==> config.mk <==
export PLATFORM = sky130hd
export DESIGN_NAME = gpio_port
export DESIGN_NICKNAME = d
export VERILOG_FILES = /design/src/rtl/gpio_pkg.sv /design/src/rtl/gpio_sync.sv /design/src/rtl/gpio_regfile.sv /design/src/rtl/gpio_rdmux.sv /design/src/rtl/gpio_port.sv
export SDC_FILE = /design/constraint.sdc
export NUM_CORES = 1
export LEC_CHECK = 0
export ABC_AREA = 1
export BUFFER_PORTS_ARGS = -buffer_cell sky130_fd_sc_hd__buf_4
export CAP_MARGIN = 30
export CORE_MARGIN = 3
export CORE_UTILIZATION = 50
export DETAILED_ROUTE_END_ITERATION = 8
export PLACE_DENSITY = 0.77
export REMOVE_ABC_BUFFERS = 1
export SLEW_MARGIN = 10
export SYNTH_ARGS = -nofsm -noshare
export SYNTH_HDL_FRONTEND = slang
export SYNTH_SLANG_ARGS = --single-unit
==> constraint.sdc <==
create_clock -name clk -period 1.04 [get_ports clk]
set_input_delay 0.104 -clock clk [delete_from_list [all_inputs] [get_ports clk]]
set_output_delay 0.104 -clock clk [all_outputs]
set_load 0.02 [all_outputs]
==> src/rtl/gpio_pkg.sv <==
package gpio_pkg;

    typedef enum logic [2:0] {
        REG_PIN  = 3'd0,
        REG_SET  = 3'd1,
        REG_CLR  = 3'd2,
        REG_MASK = 3'd3,
        REG_DIR  = 3'd4,
        REG_NONE = 3'd7
    } reg_sel_e;

    // Word index decode; any nonzero low address bit selects nothing.
    function automatic reg_sel_e decode_addr(input logic [1:0] low,
                                             input logic [7:0] widx);
        reg_sel_e sel;
        if (low != 2'b00) begin
            sel = REG_NONE;
        end else begin
            case (widx)
                8'd0:    sel = REG_PIN;
                8'd1:    sel = REG_SET;
                8'd2:    sel = REG_CLR;
                8'd3:    sel = REG_MASK;
                8'd4:    sel = REG_DIR;
                default: sel = REG_NONE;
            endcase
        end
        return sel;
    endfunction

endpackage

==> src/rtl/gpio_sync.sv <==
module gpio_sync #(
    parameter int W      = 32,
    parameter int STAGES = 2
) (
    input  logic         clk,
    input  logic         rst_n,
    input  logic [W-1:0] din,
    output logic [W-1:0] dout
);
    localparam int LAST = STAGES - 1;

    logic [W-1:0] stg_d [STAGES];
    logic [W-1:0] stg_q [STAGES];

    always_comb begin
        stg_d[0] = din;
        for (int i = 1; i < STAGES; i++) begin
            stg_d[i] = stg_q[i-1];
        end
    end

    always_ff @(posedge clk or negedge rst_n) begin
        if (!rst_n) begin
            for (int i = 0; i < STAGES; i++) begin
                stg_q[i] <= '0;
            end
        end else begin
            for (int i = 0; i < STAGES; i++) begin
                stg_q[i] <= stg_d[i];
            end
        end
    end

    assign dout = stg_q[LAST];

    generate
        if (STAGES >= 2) begin : g_chk
            AST_SYNC_SHIFT: assert property (@(posedge clk) disable iff (!rst_n)
                1'b1 |=> (stg_q[LAST] == $past(stg_q[LAST-1])));
        end
    endgenerate

endmodule

==> src/rtl/gpio_regfile.sv <==
module gpio_regfile
    import gpio_pkg::*;
#(
    parameter int W = 32
) (
    input  logic         clk,
    input  logic         rst_n,
    input  reg_sel_e     sel,
    input  logic         we,
    input  logic [W-1:0] wdata,
    input  logic [W/8-1:0] be,
    output logic [W-1:0] latch_o,
    output logic [W-1:0] dir_o,
    output logic [W-1:0] mask_o
);
    localparam int NB = W / 8;

    typedef struct packed {
        logic [W-1:0] latch;
        logic [W-1:0] dir;
        logic [W-1:0] mask;
    } state_t;

    state_t       st_d, st_q;
    logic [W-1:0] bmask;
    logic [W-1:0] hit;
    logic [W-1:0] pin_upd;

    genvar g;
    generate
        for (g = 0; g < NB; g++) begin : g_bm
            assign bmask[g*8 +: 8] = {8{be[g]}};
        end
    endgenerate

    assign hit     = wdata & bmask;
    assign pin_upd = bmask & ~st_q.mask;

    always_comb begin
        st_d = st_q;
        if (we) begin
            case (sel)
                REG_PIN:  st_d.latch = (st_q.latch & ~pin_upd) | (wdata & pin_upd);
                REG_SET:  st_d.latch = st_q.latch | hit;
                REG_CLR:  st_d.latch = st_q.latch & ~hit;
                REG_MASK: st_d.mask  = (st_q.mask & ~bmask) | hit;
                REG_DIR:  st_d.dir   = (st_q.dir & ~bmask) | hit;
                default:  st_d = st_q;
            endcase
        end
    end

    always_ff @(posedge clk or negedge rst_n) begin
        if (!rst_n) begin
            st_q <= '0;
        end else begin
            st_q <= st_d;
        end
    end

    assign latch_o = st_q.latch;
    assign dir_o   = st_q.dir;
    assign mask_o  = st_q.mask;

    AST_SET_FORCES_ONE: assert property (@(posedge clk) disable iff (!rst_n)
        (we && sel == REG_SET) |=> ((latch_o & $past(hit)) == $past(hit)));
    AST_SET_KEEPS_ONES: assert property (@(posedge clk) disable iff (!rst_n)
        (we && sel == REG_SET) |=> (($past(latch_o) & ~latch_o) == '0));
    AST_CLR_FORCES_ZERO: assert property (@(posedge clk) disable iff (!rst_n)
        (we && sel == REG_CLR) |=> ((latch_o & $past(hit)) == '0));
    AST_CLR_KEEPS_ZEROS: assert property (@(posedge clk) disable iff (!rst_n)
        (we && sel == REG_CLR) |=> ((~$past(latch_o) & latch_o) == '0));
    AST_MASK_PROTECTS: assert property (@(posedge clk) disable iff (!rst_n)
        (we && sel == REG_PIN) |=> (((latch_o ^ $past(latch_o)) & $past(mask_o)) == '0));
    AST_STROBE_GATES: assert property (@(posedge clk) disable iff (!rst_n)
        we |=> ((((latch_o ^ $past(latch_o)) | (dir_o ^ $past(dir_o)) |
                  (mask_o ^ $past(mask_o))) & ~$past(bmask)) == '0));
    AST_MASK_HELD: assert property (@(posedge clk) disable iff (!rst_n)
        !(we && sel == REG_MASK) |=> $stable(mask_o));
    AST_DIR_HELD: assert property (@(posedge clk) disable iff (!rst_n)
        !(we && sel == REG_DIR) |=> $stable(dir_o));
    AST_IDLE_STABLE: assert property (@(posedge clk) disable iff (!rst_n)
        (!we || sel == REG_NONE) |=> ($stable(latch_o) && $stable(dir_o) && $stable(mask_o)));

endmodule

==> src/rtl/gpio_rdmux.sv <==
module gpio_rdmux
    import gpio_pkg::*;
#(
    parameter int W = 32
) (
    input  reg_sel_e     sel,
    input  logic [W-1:0] latch,
    input  logic [W-1:0] dir,
    input  logic [W-1:0] mask,
    input  logic [W-1:0] pad_sync,
    output logic [W-1:0] rdata
);
    logic [W-1:0] pin_view;

    assign pin_view = ((dir & latch) | (~dir & pad_sync)) & ~mask;

    always_comb begin
        case (sel)
            REG_PIN:  rdata = pin_view;
            REG_MASK: rdata = mask;
            REG_DIR:  rdata = dir;
            default:  rdata = '0;
        endcase
    end

endmodule

==> src/rtl/gpio_port.sv <==
module gpio_port
    import gpio_pkg::*;
#(
    parameter int W           = 32,
    parameter int ADDR_W      = 5,
    parameter int SYNC_STAGES = 2
) (
    input  logic              clk,
    input  logic              rst_n,
    input  logic [ADDR_W-1:0] bus_addr,
    input  logic              bus_we,
    input  logic [W/8-1:0]    bus_be,
    input  logic [W-1:0]      bus_wdata,
    output logic [W-1:0]      bus_rdata,
    input  logic [W-1:0]      pad_in,
    output logic [W-1:0]      pad_out,
    output logic [W-1:0]      pad_oe
);
    reg_sel_e     sel;
    logic [W-1:0] latch_w, dir_w, mask_w, pad_sync_w;

    assign sel = decode_addr(bus_addr[1:0], 8'(bus_addr[ADDR_W-1:2]));

    gpio_sync #(.W(W), .STAGES(SYNC_STAGES)) u_sync (
        .clk   (clk),
        .rst_n (rst_n),
        .din   (pad_in),
        .dout  (pad_sync_w)
    );

    gpio_regfile #(.W(W)) u_regs (
        .clk     (clk),
        .rst_n   (rst_n),
        .sel     (sel),
        .we      (bus_we),
        .wdata   (bus_wdata),
        .be      (bus_be),
        .latch_o (latch_w),
        .dir_o   (dir_w),
        .mask_o  (mask_w)
    );

    gpio_rdmux #(.W(W)) u_rd (
        .sel      (sel),
        .latch    (latch_w),
        .dir      (dir_w),
        .mask     (mask_w),
        .pad_sync (pad_sync_w),
        .rdata    (bus_rdata)
    );

    assign pad_out = latch_w;
    assign pad_oe  = dir_w;

    AST_SETCLR_READ_ZERO: assert property (@(posedge clk) disable iff (!rst_n)
        (sel == REG_SET || sel == REG_CLR) |-> (bus_rdata == '0));
    AST_PIN_MASKED_ZERO: assert property (@(posedge clk) disable iff (!rst_n)
        (sel == REG_PIN) |-> ((bus_rdata & mask_w) == '0));
    AST_PIN_OUT_BITS: assert property (@(posedge clk) disable iff (!rst_n)
        (sel == REG_PIN) |-> ((bus_rdata & dir_w) == (pad_out & pad_oe & ~mask_w)));
    AST_UNMAPPED_ZERO: assert property (@(posedge clk) disable iff (!rst_n)
        (sel == REG_NONE) |-> (bus_rdata == '0));

endmodule

==> results of run 1 <==
==> stage by stage <==
step | cell area, µm² | total power, W
4_1_cts | 12900 | 0.0170
3_3_place_gp | 10700 | 0.0104
6_report | 13900 | 0.0180
3_5_place_dp | 10700 | 0.0104
5_1_grt | 13900 | 0.0186
2_1_floorplan | 8040 | 0.00879
==> worst max path at each step <==
stage	end	slack (ns)
3_3_place_gp	flip-flop	-0.38
3_5_place_dp	flip-flop	-0.42
6_report	bus_rdata[24]	-0.50
4_1_cts	bus_rdata[23]	-0.42
2_1_floorplan	flip-flop	-1.44
5_1_grt	bus_rdata[24]	-0.54
==> worst max-delay path, cell delays in order, from the launching register on <==
cell and delay (ns):
dfrtp_1 0.43, nand2_1 0.10, o21a_1 0.16, nand3_2 0.09
nand3_2 0.10, buf_6 0.12
==> kinds of logic (layout without fill, tap and decap cells) <==
| family | Yosys count | in the layout | share of synthesized area, % |
|---|---|---|---|
| AO/OA/AOI/OAI | 160 | 160 | 10.6 |
| buffers and inverters | 165 | 560 | 7.85 |
| flip-flops | 160 | 160 | 48.3 |
| AND/OR/NAND/NOR | 663 | 663 | 33.2 |
==> area by class of cell <==
| cell class | count | area, µm² | share of cell area (%) |
|---|---|---|---|
| clock inverter | 10 | 88.8 | 0.639 |
| multi-input combinational | 823 | 4350 | 31.3 |
| tap | 216 | 270 | 1.94 |
| inverter | 108 | 405 | 2.92 |
| clock buffer | 22 | 454 | 3.27 |
| sequential | 160 | 4010 | 28.9 |
| timing repair buffer | 420 | 4320 | 31.1 |
==> cell usage in the layout, fill, tap and decap left out, drive strengths merged <==
| master | netlist | layout |
|---|---|---|
| o21a | 32 | 32 |
| nand2 | 450 | 450 |
| dfrtp | 160 | 160 |
| nand4 | 1 | 1 |
| a21oi | 64 | 64 |
| nand3 | 163 | 163 |
| bufinv | 0 | 1 |
| nor2 | 49 | 49 |
| dlygate4sd3 | 0 | 65 |
| o21ai | 64 | 64 |
| clkinv | 0 | 5 |
| clkinvlp | 0 | 4 |
| clkbuf | 33 | 26 |
| inv | 108 | 108 |
| buf | 24 | 351 |
==> per-layer routing <==
layer	share of wire (%)	GRT usage (%)
met5	0	0
met3	9.8	6.37
met1	34	39.7
met2	51	57.9
met4	5.5	13.2
==> power groups by stage <==
stage               Combinational (W)  Clock (W)  Sequential [W]
floorplan                     0.00129          0         0.00749
global placement              0.00307          0         0.00728
detailed placement            0.00314          0         0.00730
CTS                           0.00390    0.00590         0.00721
global route                  0.00499    0.00622         0.00738
finish                        0.00469    0.00597         0.00734
==> repair_timing <==
action | 4_1_cts | 5_1_grt
hold buffers | 65 | 0
endpoints found under the hold margin | 252 | 0
setup buffers | 52 | 48
pin swaps | 40 | 95
cloned | 0 | 4
endpoints found under the setup margin | 96 | 164
gates resized for setup | 198 | 247
==> flow_summary.yaml, run 1 <==
logic_synthesis:
  yosysMostFrequentCell: "nand2_1"
  yosysSeqAreaShare_pct: 48.3
  synth_commonest_cells: "nand2_1 (449), nand3_1 (163), dfrtp_1 (160), inv_1 (107), a21oi_1 (64)"
  yosys-top-cells-area: "dfrtp_1 (48%), nand2_1 (20%), nand3_1 (9.8%), inv_1 (4.8%), a21oi_1 (3.9%)"
  ys_ff_latch: 160
  postSynthAreaPerCell_um2: 7.22
  yosys.area.top_type: "dfrtp_1"
  synth.cell_area_um2: 8290
  synth_top_cell_area_share_pct: 48.3
  ys_dominant_reg_cell: "dfrtp_1"
  synth_edf_count: 0
  synth_cell_types: 18
  async_flop_share_pct: 100
  netlist_instances: 1148
  ys.warnings.count: 0
routing:
  post-route-drc-count: 0
  via_per_inst: 5.87
  totalWireLength_um: 35000
  first_iter_violations: 967
  vias: 10332
  ant_nets: 0
  post_drt_wl_per_cell_um: 19.9
  firstDrtPassIters: 6
worst_setup_path:
  end_kind: "primary output"
  cp-start-kind: "flip-flop"
  path_max_fanout: 4
  cp.arrival_ns: 1.44
  rr_worst_depth: 7
  crit_required_ns: 0.94
  crit_type: "flip-flop to primary output"
  rrSetupSlack_ns: -0.10
clock_tree:
  cts_sinks: 160
  cts_tree: "built"
  insertion_delay_ns: 0.43
  cts_max_path_buffers: 2
  cts_max_level: 4
  numCtsBuffers: 17
  clk_pin_slew_worst_paths_ns: 0.07
  cts_root_buf: "clkbuf_16"
power:
  p_int_w: 0.0123
  p_clk_share_pct: 33.2
  power_frac_comb_pct: 26.1
  powerDensity_nw_per_um2: 1290
  peakVddDrop_uv: 1190
  p_leak_nw: 7.00
  p_sw_share_pct: 31.4
  switching_power_w: 0.00565
  p_seq_share_pct: 40.8
timing:
  final_max_slew_viol_count: 0
  min_period_ns: 1.54
  rsz0062_at_grt: "true"
  finalSetupTns_ns: -25.37
  final_hold_viol_count: 0
  fin_ws_ns: -0.501
  setup_violations: 113
  tightest_slew_ns: 0.419
  timing.fmax_mhz: 649
  timing.hold.ws_ns: 0.135
  skew_ns: 0.00857
  slew-limit-headroom_pct: 72.1
  period_share_pct: 148
global_routing:
  track_usage_pct: 32.9
  grt_first_pass_wirelength_um: 47700
  grt_pass1_vias: 9762
  overflow: 0
  grt_max_degree: 50
  antenna_found_initial: 0
run:
  drv_cap: 0
floorplanning:
  ios: 172
  start_util_pct: 51.6
  die_h_um: 135
  die_x_um: 135
  die_area_um2: 18200
  core_area_um2: 16100
  fp-row-count: 46
run_status:
  violations: "setup timing"
  status: "complete, but fails checks"
placement:
  placed_cells: 1592
  io_buffers: 171
  hpwl_um: 16800
  pre_cts_slack_ns: -0.419
  gp_congestion: 0.873
finish:
  syn_to_final_growth_pct: 67.7
  n_antenna_cell: 0
  drive_gt1_share_pct: 40.2
  utilization_pct: 86.5
  n_fill_cell: 740
  fin_cells: 1759
  fin_nets: 1606
hold_path:
  min-delay-path-class: "input port to async pin"
No activity file was read; power rests on OpenSTA's default activity.
==> run 2, diff against run 1 <==
- GPL_TIMING_DRIVEN: default -> 0
- PLACE_DENSITY: 0.77 -> 0.74
- SKIP_CTS_REPAIR_TIMING: default -> 1
- clock period: 1.04 -> 1.6 ns (I/O delays scaled with it)
==> flow_summary.yaml, run 2 (same netlist as run 1, synthesis figures left out) <==
run_status:
  status: "complete, but fails checks"
  violations: "hold timing, setup timing"
timing:
  period_share_pct: 100
  final_hold_viol_count: 10
  tightest_slew_ns: 0.591
  finalSetupTns_ns: -0.00504
  skew_ns: 0.00520
  rsz0062_at_grt: "true"
  timing.fmax_mhz: 623
  slew-limit-headroom_pct: 60.6
  fin_ws_ns: -0.00504
  timing.hold.ws_ns: -0.0240
  min_period_ns: 1.61
  final_max_slew_viol_count: 0
  setup_violations: 1
global_routing:
  grt_max_degree: 86
  antenna_found_initial: 0
  grt_pass1_vias: 7269
  overflow: 0
  track_usage_pct: 25.9
  grt_first_pass_wirelength_um: 37300
clock_tree:
  cts_sinks: 160
  numCtsBuffers: 17
  cts_max_path_buffers: 2
  cts_tree: "built"
  clk_pin_slew_worst_paths_ns: 0.06
  cts_max_level: 4
  cts_root_buf: "clkbuf_16"
  insertion_delay_ns: 0.42
placement:
  io_buffers: 171
  pre_cts_slack_ns: -0.790
  gp_congestion: 0.826
  hpwl_um: 15000
finish:
  layout_common_cells: "nand2_1 (446), buf_4 (212), dfrtp_1 (158), nand3_1 (148), inv_1 (79)"
  n_antenna_cell: 0
  seq_area_um2: 4010
  syn_to_final_growth_pct: 38.9
  fin_nets: 1466
  drive_gt1_share_pct: 22.9
  n_fill_cell: 1245
  multi_input_area_um2: 3760
  final_common_cell: "nand2_1"
run:
  drv_cap: 0
worst_setup_path:
  cp_slowest_cell: "buf_12"
  crit_chain: "buf_4 -> nor2_2 -> nand2_1 -> nor2_4 -> buf_12 -> nand3_1 -> nand3_2 -> buf_4"
  cp.arrival_ns: 1.45
  cp_common_cell: "buf_4"
  cp-start-kind: "input port"
  critPathMaxStageDelay_ns: 0.21
  path_max_fanout: 21
  crit_required_ns: 1.44
  end_kind: "primary output"
  crit_type: "input port to primary output"
floorplanning:
  die_h_um: 135
  die_x_um: 135
  fp-row-count: 46
  start_util_pct: 51.6
  die_area_um2: 18200
  ios: 172
  core_area_um2: 16100
power:
  p_leak_nw: 6.00
  peakVddDrop_uv: 802
  power_w: 0.0112
  powerDensity_nw_per_um2: 974
routing:
  vias: 8512
  post_drt_wl_per_cell_um: 15.6
  ant_nets: 0
  via_per_inst: 5.26
  firstDrtPassIters: 5
  totalWireLength_um: 25300
  post-route-drc-count: 0
  first_iter_violations: 720
hold_path:
  min-delay-path-class: "input port to flip-flop"
run 2: changes by cell type in the layout (fill, tap and decap cells not counted), moves of 12 or more:
cell and change:
buf_6 -171, buf_4 +59, nand2_1 +50, nand3_1 +44
nand3_2 -44, nand2_2 -39, inv_2 -34, inv_1 +32
a21oi_1 +25, a21oi_2 -23, nor2_1 +17, buf_12 -15
dlygate4sd3_1 -13, nand2_4 -12
run 2: power breakdown:
group | switching, W | internal [W] | leakage, nW
Clock | 0.00167 | 0.00281 | 0.312
Combinational | 0.00117 | 0.000860 | 3.74
Sequential | 0.000280 | 0.00442 | 1.95
run 2: metal layers:
metal | vias up | routed length [µm] | part of all wire, % | GRT usage [%]
met5 | - | 0 | 0 | 0
met4 | 0 | 448 | 1.8 | 7.30
met3 | 42 | 1890 | 7.4 | 4.88
met2 | 376 | 12200 | 48 | 41.4
met1 | 3965 | 10800 | 43 | 36.4
li1 | 4129 | - | - | -
run 2: path summary, 6_finish.rpt:
kind	cells past startpoint	start	end	slack, ns
setup / recovery	8	bus_addr[1]	bus_rdata[5]	-0.005
min in group asynchronous	2	rst_n	u_sync.dout[27]	0.29
hold reg to reg	0	u_sync.stg_d[27]	u_sync.dout[27]	0.35
hold / removal	3	bus_wdata[31]	flip-flop	-0.02
max in group asynchronous	3	rst_n	async pin	0.48
setup reg to reg	6	flip-flop	flip-flop	0.47
run 2: layout make-up:
type	instances	area share (%)
Multi-Input combinational cell	823	32.6
Clock buffer	18	3.82
Timing Repair Buffer	280	20.9
Tap cell	216	2.35
Sequential cell	160	34.8
Inverter	108	3.66
Clock inverter	14	1.86
run 2: stage by stage:
step,instance area (µm²),util (%),cells
after global placement,9590,59.7,1478
final,11500,71.7,1619
after global routing,11500,71.7,1619
after detailed placement,9860,61.4,1488
after floorplan,8040,-,1091
after CTS,10500,65.4,1520
run 2: worst max-delay path: cells and delay by family:
| kind | cells | cell delay [ns] |
|---|---|---|
| buffers and inverters | 3 | 0.48 |
| AND/OR/NAND/NOR | 5 | 0.80 |
